File: config.mk
export PLATFORM = sky130hd
export DESIGN_NAME = refill_stall_ctrl
export DESIGN_NICKNAME = d
export VERILOG_FILES = /design/src/rtl/rsc_pkg.sv /design/src/rtl/rsc_sweep.sv /design/src/rtl/rsc_word_seq.sv /design/src/rtl/rsc_miss_arb.sv /design/src/rtl/refill_stall_ctrl.sv
export SDC_FILE = /design/constraint.sdc
export NUM_CORES = 1
export LEC_CHECK = 0
export CAP_MARGIN = 20
export CORE_MARGIN = 2
export CORE_UTILIZATION = 57
export DETAILED_ROUTE_END_ITERATION = 10
export DONT_BUFFER_PORTS = 1
export PLACE_DENSITY = 0.79
export SYNTH_ARGS = -nofsm -noshare
export SYNTH_HDL_FRONTEND = slang
export SYNTH_SLANG_ARGS = --single-unit
export TNS_END_PERCENT = 20
File: constraint.sdc
create_clock -name clk_i -period 1.8 [get_ports clk_i]
set_clock_uncertainty 0.1 [all_clocks]
set_input_delay 0 -clock clk_i [delete_from_list [all_inputs] [get_ports clk_i]]
set_output_delay 0 -clock clk_i [all_outputs]
set_load 0.02 [all_outputs]
File: src/rtl/rsc_pkg.sv
package rsc_pkg;
  typedef enum logic [1:0] {
    PH_SWEEP = 2'd0,
    PH_IDLE  = 2'd1,
    PH_FILL  = 2'd2
  } rsc_phase_e;
endpackage

File: src/rtl/rsc_sweep.sv
module rsc_sweep #(
  parameter int NUM_LINES = 16,
  localparam int IDX_W = $clog2(NUM_LINES)
) (
  input  logic             clk_i,
  input  logic             rst_ni,
  output logic             active_o,
  output logic [IDX_W-1:0] idx_o
);
  logic             active_q;
  logic [IDX_W-1:0] cnt_q;

  always_ff @(posedge clk_i or negedge rst_ni) begin
    if (!rst_ni) begin
      active_q <= 1'b1;
      cnt_q    <= '0;
    end else if (active_q) begin
      cnt_q <= cnt_q + 1'b1;
      if (cnt_q == IDX_W'(NUM_LINES - 1)) active_q <= 1'b0;
    end
  end

  assign active_o = active_q;
  assign idx_o    = cnt_q;

  assert_sweep_order_R1: assert property (@(posedge clk_i) disable iff (!rst_ni)
    active_q && (cnt_q != IDX_W'(NUM_LINES - 1)) |=> active_q && (cnt_q == $past(cnt_q) + 1'b1));
  assert_sweep_ends_R1: assert property (@(posedge clk_i) disable iff (!rst_ni)
    !active_q |=> !active_q);
endmodule

File: src/rtl/rsc_word_seq.sv
module rsc_word_seq #(
  parameter int LINE_WORDS  = 4,
  parameter int WAIT_STATES = 2,
  localparam int WORD_W = $clog2(LINE_WORDS),
  localparam int WS_W   = (WAIT_STATES > 0) ? $clog2(WAIT_STATES + 1) : 1
) (
  input  logic              clk_i,
  input  logic              rst_ni,
  input  logic              start_i,
  output logic              busy_o,
  output logic [WORD_W-1:0] word_o,
  output logic              capture_o,
  output logic              last_o
);
  logic              busy_q;
  logic [WORD_W-1:0] word_q;
  logic [WS_W-1:0]   ws_q;

  assign capture_o = busy_q && (ws_q == WS_W'(WAIT_STATES));
  assign last_o    = capture_o && (word_q == '0);
  assign busy_o    = busy_q;
  assign word_o    = word_q;

  always_ff @(posedge clk_i or negedge rst_ni) begin
    if (!rst_ni) begin
      busy_q <= 1'b0;
      word_q <= '0;
      ws_q   <= '0;
    end else if (start_i) begin
      busy_q <= 1'b1;
      word_q <= WORD_W'(LINE_WORDS - 1);
      ws_q   <= '0;
    end else if (capture_o) begin
      ws_q <= '0;
      if (word_q == '0) busy_q <= 1'b0;
      else word_q <= word_q - 1'b1;
    end else if (busy_q) begin
      ws_q <= ws_q + 1'b1;
    end
  end

  assert_step_down_R3: assert property (@(posedge clk_i) disable iff (!rst_ni)
    capture_o && !last_o |=> busy_o && (word_o == $past(word_o) - 1'b1));
  assert_hold_word_R4: assert property (@(posedge clk_i) disable iff (!rst_ni)
    busy_q && !capture_o |=> busy_o && $stable(word_o));
  assert_start_when_free_R6: assert property (@(posedge clk_i) disable iff (!rst_ni)
    start_i |-> !busy_q || last_o);
endmodule

File: src/rtl/rsc_miss_arb.sv
module rsc_miss_arb #(
  parameter int LINE_W = 28
) (
  input  logic              clk_i,
  input  logic              rst_ni,
  input  logic              idle_i,
  input  logic              fill_done_i,
  input  logic              code_miss_i,
  input  logic              data_miss_i,
  input  logic [LINE_W-1:0] code_line_i,
  input  logic [LINE_W-1:0] data_line_i,
  output logic              start_o,
  output logic [LINE_W-1:0] start_line_o
);
  logic              pend_q;
  logic [LINE_W-1:0] pend_line_q;
  logic              fresh, chain;

  assign fresh        = idle_i && (code_miss_i || data_miss_i);
  assign chain        = fill_done_i && pend_q;
  assign start_o      = fresh || chain;
  // data wins a tie; the code line waits in pend_line_q
  assign start_line_o = chain ? pend_line_q : (data_miss_i ? data_line_i : code_line_i);

  always_ff @(posedge clk_i or negedge rst_ni) begin
    if (!rst_ni) begin
      pend_q      <= 1'b0;
      pend_line_q <= '0;
    end else if (fresh && data_miss_i && code_miss_i) begin
      pend_q      <= 1'b1;
      pend_line_q <= code_line_i;
    end else if (chain) begin
      pend_q <= 1'b0;
    end
  end

  assert_pend_source_R6: assert property (@(posedge clk_i) disable iff (!rst_ni)
    $rose(pend_q) |-> $past(idle_i && data_miss_i && code_miss_i));
  assert_pend_only_busy_R6: assert property (@(posedge clk_i) disable iff (!rst_ni)
    pend_q |-> !idle_i);
endmodule

File: src/rtl/refill_stall_ctrl.sv
module refill_stall_ctrl #(
  parameter int ADDR_W      = 32,
  parameter int DATA_W      = 32,
  parameter int LINE_WORDS  = 4,
  parameter int NUM_LINES   = 16,
  parameter int WAIT_STATES = 2,
  localparam int BYTE_W = $clog2(DATA_W / 8),
  localparam int WORD_W = $clog2(LINE_WORDS),
  localparam int IDX_W  = $clog2(NUM_LINES),
  localparam int LINE_W = ADDR_W - WORD_W - BYTE_W,
  localparam int TAG_W  = LINE_W - IDX_W
) (
  input  logic                    clk_i,
  input  logic                    rst_ni,
  input  logic                    code_req_i,
  input  logic [ADDR_W-1:0]       code_addr_i,
  input  logic                    code_hit_i,
  input  logic                    data_req_i,
  input  logic [ADDR_W-1:0]       data_addr_i,
  input  logic                    data_hit_i,
  input  logic [DATA_W-1:0]       ext_data_i,
  output logic                    mem_wait_o,
  output logic                    ext_rd_o,
  output logic [ADDR_W-1:0]       ext_addr_o,
  output logic                    cache_we_o,
  output logic [IDX_W+WORD_W-1:0] cache_addr_o,
  output logic [DATA_W-1:0]       cache_wdata_o,
  output logic                    tag_we_o,
  output logic [IDX_W-1:0]        tag_idx_o,
  output logic [TAG_W-1:0]        tag_o,
  output logic                    tag_valid_o
);
  import rsc_pkg::*;

  logic              sweep_act;
  logic [IDX_W-1:0]  sweep_idx;
  logic              fill_busy, capture, last;
  logic [WORD_W-1:0] word;
  logic              start;
  logic [LINE_W-1:0] start_line, cur_line_q;
  logic              code_miss, data_miss, idle;
  rsc_phase_e        phase;
  logic              unused_low_bits;

  assign unused_low_bits = ^{code_addr_i[WORD_W+BYTE_W-1:0], data_addr_i[WORD_W+BYTE_W-1:0]};

  assign code_miss = code_req_i && !code_hit_i;
  assign data_miss = data_req_i && !data_hit_i;

  always_comb begin
    if (sweep_act)      phase = PH_SWEEP;
    else if (fill_busy) phase = PH_FILL;
    else                phase = PH_IDLE;
  end
  assign idle = (phase == PH_IDLE);

  rsc_sweep #(.NUM_LINES(NUM_LINES)) u_sweep (
    .clk_i    (clk_i),
    .rst_ni   (rst_ni),
    .active_o (sweep_act),
    .idx_o    (sweep_idx)
  );

  rsc_miss_arb #(.LINE_W(LINE_W)) u_arb (
    .clk_i        (clk_i),
    .rst_ni       (rst_ni),
    .idle_i       (idle),
    .fill_done_i  (last),
    .code_miss_i  (code_miss),
    .data_miss_i  (data_miss),
    .code_line_i  (code_addr_i[ADDR_W-1:WORD_W+BYTE_W]),
    .data_line_i  (data_addr_i[ADDR_W-1:WORD_W+BYTE_W]),
    .start_o      (start),
    .start_line_o (start_line)
  );

  rsc_word_seq #(.LINE_WORDS(LINE_WORDS), .WAIT_STATES(WAIT_STATES)) u_seq (
    .clk_i     (clk_i),
    .rst_ni    (rst_ni),
    .start_i   (start),
    .busy_o    (fill_busy),
    .word_o    (word),
    .capture_o (capture),
    .last_o    (last)
  );

  always_ff @(posedge clk_i or negedge rst_ni) begin
    if (!rst_ni)    cur_line_q <= '0;
    else if (start) cur_line_q <= start_line;
  end

  assign mem_wait_o    = !idle || code_miss || data_miss;
  assign ext_rd_o      = fill_busy;
  assign ext_addr_o    = {cur_line_q, word, {BYTE_W{1'b0}}};
  assign cache_we_o    = capture;
  assign cache_addr_o  = {cur_line_q[IDX_W-1:0], word};
  assign cache_wdata_o = ext_data_i;
  assign tag_we_o      = sweep_act || last;
  assign tag_idx_o     = sweep_act ? sweep_idx : cur_line_q[IDX_W-1:0];
  assign tag_o         = sweep_act ? '0 : cur_line_q[LINE_W-1:IDX_W];
  assign tag_valid_o   = !sweep_act && last;

  assert_wait_when_busy_R2: assert property (@(posedge clk_i) disable iff (!rst_ni)
    (phase != PH_IDLE) |-> mem_wait_o);
  assert_release_after_tag_R2: assert property (@(posedge clk_i) disable iff (!rst_ni)
    (phase == PH_IDLE) && ($past(phase) == PH_FILL) |-> $past(tag_we_o && tag_valid_o));
  assert_tag_with_word0_R5: assert property (@(posedge clk_i) disable iff (!rst_ni)
    tag_we_o && tag_valid_o |-> cache_we_o && (cache_addr_o[WORD_W-1:0] == '0));
  assert_sweep_invalid_R1: assert property (@(posedge clk_i) disable iff (!rst_ni)
    (phase == PH_SWEEP) |-> tag_we_o && !tag_valid_o && !ext_rd_o);
  assert_addr_held_R4: assert property (@(posedge clk_i) disable iff (!rst_ni)
    ext_rd_o && !cache_we_o |=> ext_rd_o && $stable(ext_addr_o));
endmodule

==> run metrics, run 1 <==
outcome=finished clean; P per Cell Area=1360 mW/mm2; Syn Area/Cell=10.4 um2; Worst Hold Class=in -> reg; vias after detailed routing=2,867; WL/cell=a little under 20 um; critical path class=reg -> out; worst endpoint data arrival time=about 1.6 ns; CTS Buffer Depth=2; post-synth top area cell=dfrtp_1; clk sinks=67; asr flop ratio synth=100%; startpoint of the worst hold path=data_hit_i; overall power=6090 uW; RSZ-0062 raised after global routing=no; initial antenna violation count=0; latest clock arrival within the worst-skew pair=0.32 ns; Detail Route Antenna Nets=0; Layout Nets=502; FF-to-FF Start=u_seq.word_o[0]; Final Hold Fails=0; Int Power=3500 uW; Area contributors post-synth=dfrtp_1, mux2_2, buf_4; Gate Count Post-Synth=around 340; GP Congestion=0.778; first-pass GRT wire length=14,700 um; GRT Total Usage=around 27%; Post-CTS Setup Bufs=0; Max Fclk=581 MHz; P&R area growth vs syn=26.4%; maxcap violations=0; Clock Pin Slew Worst Setup and Hold Paths=~0.070 ns; fin crit share=a little over nine tenths; critical path data required time=about 1.7 ns; PortBufs=0; clock power share=17.5%; pin count of the biggest net entering global routing=68; Synth top area share=between 40% and 50%; Die ar.=0.00686 mm2; initial core utilization=between 50 and 60%; Final TNS setup=0 ns; CTS tree=built; highest-count cells in the layout ignoring fill and taps=dlygate4sd3_1, nand2_1, dfrtp_1; Yosys cell types=31; Sw Ratio=42.6%; HPWL after DPL=5250 um; launch point of the worst path=u_sweep.active_o; FP Rows=28; post-route minimum period=approximately 1.7 ns; diodes inserted=0; die height=82.8 um; Max H-tree Level=3; Slew Viols, Final=0; Die W=between 80 and 90 um; Final setup violation count=0; synthesized flop and latch total=67; TritonRoute pass-1 iters=5; DRC=0; Seq/Total Area, Yosys=~47%; Psw=2600 uW; DRT iter0 DRCs=between 150 and 200; Comb power frac=between 30% and 40%; core area=0.00596 mm2; Top-Level Pins=205; area of the multi-input gates=between 0.001 and 0.0015 mm2; crit path max fanout=34; Final WS setup=0.0795 ns; sequential power share=between 40% and 50%; commonest non-fill, non-tap cell in the layout=dlygate4sd3_1; grt ovf=0; vias in the first global route=between 2,000 and 3,000; number of synthesized flops with an enable pin=0; CP Capture Type=output port; CTS root buf=clkbuf_8; maximum vdd drop=899 uV; Fin Hold WS=0.0960 ns; dpl ws=roughly 0.12 ns; share of layout cells above drive strength 1=16.4%; Netlist Area Pre-Place=0.00354 mm2; final WL=9340 um; CTS Buf Count=9; ys flop type=dfrtp_1; FF/Latch Area=approximately 0.0017 mm2; Via density=6.00; crit path launch type=flip-flop; Leak=0.00211 uW; fill count=about 390; synth warn=0
-- layer usage --
layer	global-route usage (%)	up-vias	wire [um]
li1	-	1254	-
met1	33.0	1441	3600
met2	45.9	158	4960
met3	5.77	14	675
met4	10.4	0	100
met5	0	-	0
-- cell usage after synthesis (2+ instances only) --
library cell and number:
a21oi_1 29, a221o_1 28, and2_1 2, buf_2 7
buf_4 40, buf_6 6, clkbuf_1 9, dfrtp_1 66
ha_1 2, inv_1 3, mux2_1 7, mux2_2 27
nand2_1 65, nand2b_1 2, nand3_1 3, nor2_1 4
nor2b_1 26, o21ai_0 2, xnor2_1 2
-- metrics by stage --
stage                     instances  cell area (um2)  util, %
after global placement          372             3390     56.9
final                           478             4480     75.2
after global routing            478             4480     75.2
after CTS                       478             4470     75.1
after floorplan                 343             3550        -
after detailed placement        372             3390     56.9
-- registers in the layout, indices dropped and copies added, names as in the netlist --
register           flops
u_seq.word_o           2
u_seq.ws_q             2
cur_line_q            28
u_arb.pend_q           1
u_sweep.idx_o          4
u_sweep.active_o       1
u_seq.busy_o           1
u_arb.pend_line_q     28
-- critical path, stage by stage (launching register included) --
cell and delay (ns):
dfstp_2 0.55, buf_6 0.29, mux2_2 0.45
-- repair_timing --
action	4_1_cts	5_1_grt
endpoints found under the hold margin	155	0
pin swaps	0	0
gates resized for setup	1	1
cloned	0	0
hold buffers	90	0
endpoints found under the setup margin	3	1
-- kinds of logic (layout without fill, tap and decap cells) --
| kind of cell | count (synthesis) | count (layout) | share of synthesized area, % |
|---|---|---|---|
| multiplexers | 35 | 35 | 11.1 |
| XOR/XNOR | 3 | 3 | 0.742 |
| adder cells (fa/ha/maj) | 2 | 2 | 0.707 |
| buffers and inverters | 66 | 126 | 12.8 |
| other | 1 | 2 | 0.106 |
| flip-flops | 67 | 67 | 47.4 |
| AO/OA/AOI/OAI | 61 | 61 | 12.7 |
| AND/OR/NAND/NOR | 107 | 107 | 14.5 |
-- cell type report --
| cell class | instances | share of cell area, % |
|---|---|---|
| Tap cell | 75 | 2.10 |
| Inverter | 4 | 0.363 |
| Clock buffer | 13 | 3.33 |
| Sequential cell | 67 | 37.5 |
| Clock inverter | 3 | 0.335 |
| Timing Repair Buffer | 106 | 24.7 |
| Multi-Input combinational cell | 210 | 31.7 |
-- worst paths after layout --
path / endpoint / slack [ns] / depth (start not counted)
worst max register to register: cur_line_q[7] / 0.11 / 6
worst min register to register: u_arb.pend_line_q[19] / 0.40 / 1
worst min-delay path: u_seq.word_o[0] / 0.1 / 4
worst max-delay path: tag_idx_o[0] / 0.08 / 2
min in group asynchronous: cur_line_q[11] / 0.16 / 2
max in group asynchronous: u_sweep.active_o / 1.15 / 2
-- power by group through the flow --
stage                     combinational (uW)  sequential, uW  clock, uW
after floorplan                         1730            2820          0
after global placement                  1740            2950          0
after detailed placement                1790            2970          0
after CTS                               2040            2950       1080
after global routing                    2180            3030       1170
final                                   2050            2970       1070
Note: power is estimated with default switching activity, not from simulation.
==> inputs of run 2 (changes only) <==
- SETUP_SLACK_MARGIN: unset -> 0.2
==> run 2 against run 1 <==
The flow now finishes with violations (hold timing). First-iteration DRC count is 27% higher. Total power is 7.0% higher. Sequential share of layout area is 1.8 points lower. Cell count is 1.7% higher. Global-route usage is 2.5 points higher. Register-to-register slack better by 0.08 ns. Critical path type is now reg -> reg. Hold slack worse by 0.86 ns. Non-clock buffer count is 8 higher. Routed wire length is 7.8% higher. Utilization is 3.9 points higher. Flip-flop and latch count stayed put. Setup slack better by 0.11 ns.
==> run metrics, run 2 (synthesis gave the netlist of run 1 again) <==
highest-count cells in the layout ignoring fill and taps=dlygate4sd3_1, nand2_1, dfrtp_1; latest clock arrival within the worst-skew pair=about 0.34 ns; Max H-tree Level=3; crit path max fanout=7; initial core utilization=59.5%; maximum vdd drop=959 uV; Layout Nets=between 500 and 600; Via density=6.06; fin crit share=89.6%; post-route minimum period=1.61 ns; GP Congestion=0.789; Detail Route Antenna Nets=0; critical path class=reg -> reg; FF/Latch Area=around 0.0017 mm2; Final TNS setup=0 ns; Final Hold Fails=67; Psw=2670 uW; area of the multi-input gates=0.00146 mm2; vias after detailed routing=2,945; Largest delay share family, worst path=flip-flops; CTS root buf=clkbuf_8; worst endpoint data arrival time=between 1.5 and 2 ns; Slew Viols, Final=0; final WL=10,100 um; worst-path cell chain=inv_2, ha_4, and3_4, buf_12, clkbuf_16, a221o_1; first-pass GRT wire length=15,900 um; die height=82.8 um; CP max stage delay=0.37 ns; Worst Hold Class=in -> async; HPWL after DPL=approximately 5200 um; outcome=finished with violations; CTS tree=built; Final WS setup=between 0.15 and 0.2 ns; Die ar.=0.00686 mm2; Max Fclk=620 MHz; grt ovf=0; RSZ-0062 raised after global routing=yes; sequential power share=45.5%; clock power share=a little over a fifth; clk sinks=between 60 and 70; CTS Buf Count=9; Core Util, Final=79.0%; Final setup violation count=0; CTS Buffer Depth=2; Fin Hold WS=-0.763 ns; Sw Ratio=around 41%; GRT Total Usage=~29%; Clock Pin Slew Worst Setup and Hold Paths=0.09 ns; Top-Level Pins=205; PortBufs=0; pin count of the biggest net entering global routing=68; DRT iter0 DRCs=roughly 240; CP max stage cell=dfrtp_2; P&R area growth vs syn=32.9%; initial antenna violation count=0; TritonRoute pass-1 iters=4; share of layout cells above drive strength 1=between 20% and 30%; Die W=between 80 and 90 um; commonest non-fill, non-tap cell in the layout=dlygate4sd3_1; critical path data required time=approximately 1.9 ns; maxcap violations=0; fill count=364; Leak=0.00218 uW; Int Power=between 3000 and 4000 uW; CTS Hold Bufs=90; violated checks=hold timing; WL/cell=20.7 um; diodes inserted=0; dpl ws=0.114 ns; crit path launch type=flip-flop; CP Capture Type=flip-flop; core area=0.00596 mm2; number of buffers and inverters on the critical path=3; DRC=0; Comb power frac=32.8%; vias in the first global route=3,147; FP Rows=28; P per Cell Area=roughly 1400 mW/mm2
run 2: worst register-to-register path, stage by stage, from the launching register on:
cell and delay, ns:
dfrtp_2 0.37, inv_2 0.05, ha_4 0.16, and3_4 0.20
buf_12 0.13, clkbuf_16 0.15, a221o_1 0.34
run 2: timing repair:
action	4_1_cts	5_1_grt
setup buffers	4	2
gates resized for setup	9	2
endpoints found under the setup margin	52	36
hold endpoints to repair	155	67
pin swaps	4	6
cloned	1	1
run 2: area by class of cell:
| type | instances | share of cell area, % |
|---|---|---|
| inverter | 4 | 0.425 |
| sequential | 67 | 35.7 |
| clock buffer | 10 | 2.92 |
| clock inverter | 6 | 1.89 |
| timing repair buffer | 114 | 26.0 |
| multi-input combinational | 210 | 31.1 |
| tap | 75 | 1.99 |
run 2: metal layers:
metal / wire (um) / track usage, % / vias to the layer above / share of wire (%)
met1: 3710 / 34.4 / 1479 / 37
met3: 712 / 6.26 / 22 / 7.1
met2: 5450 / 50.8 / 172 / 54
li1: - / - / 1272 / -
met5: 0 / 0 / - / 0
met4: 193 / 13.7 / 0 / 1.9
run 2: final timing paths:
check	from	to	slack, ns	cells after the start
max	u_seq.word_o[0]	cur_line_q[16]	0.19	6
min	rst_ni	cur_line_q[0]	-0.76	0
max reg2reg	u_seq.word_o[0]	cur_line_q[16]	0.19	6
min reg2reg	u_arb.pend_line_q[23]	cur_line_q[23]	0.40	1
max in group asynchronous	rst_ni	u_sweep.active_o	2.17	0
min in group clk_i	code_req_i	u_arb.pend_line_q[27]	0.06	3
run 2: power groups by stage:
stage | Clock, uW | Sequential [uW] | Combinational [uW]
final | 1410 | 2970 | 2140
after floorplan | 0 | 2830 | 1770
after CTS | 1440 | 2950 | 2070
after global placement | 0 | 2960 | 1760
after global routing | 1520 | 3030 | 2280
after detailed placement | 0 | 2980 | 1820
run 2: per-stage QoR:
| step | std cells | hold WS [ns] | instance area [um2] | total power (uW) |
|---|---|---|---|---|
| final | 486 | -0.763 | 4710 | 6520 |
| after global routing | 486 | -0.780 | 4710 | 6830 |
| after global placement | 372 | -0.394 | 3420 | 4720 |
| after detailed placement | 372 | -0.394 | 3420 | 4800 |
| after CTS | 483 | -0.773 | 4660 | 6460 |
| after floorplan | 343 | -0.396 | 3580 | 4600 |
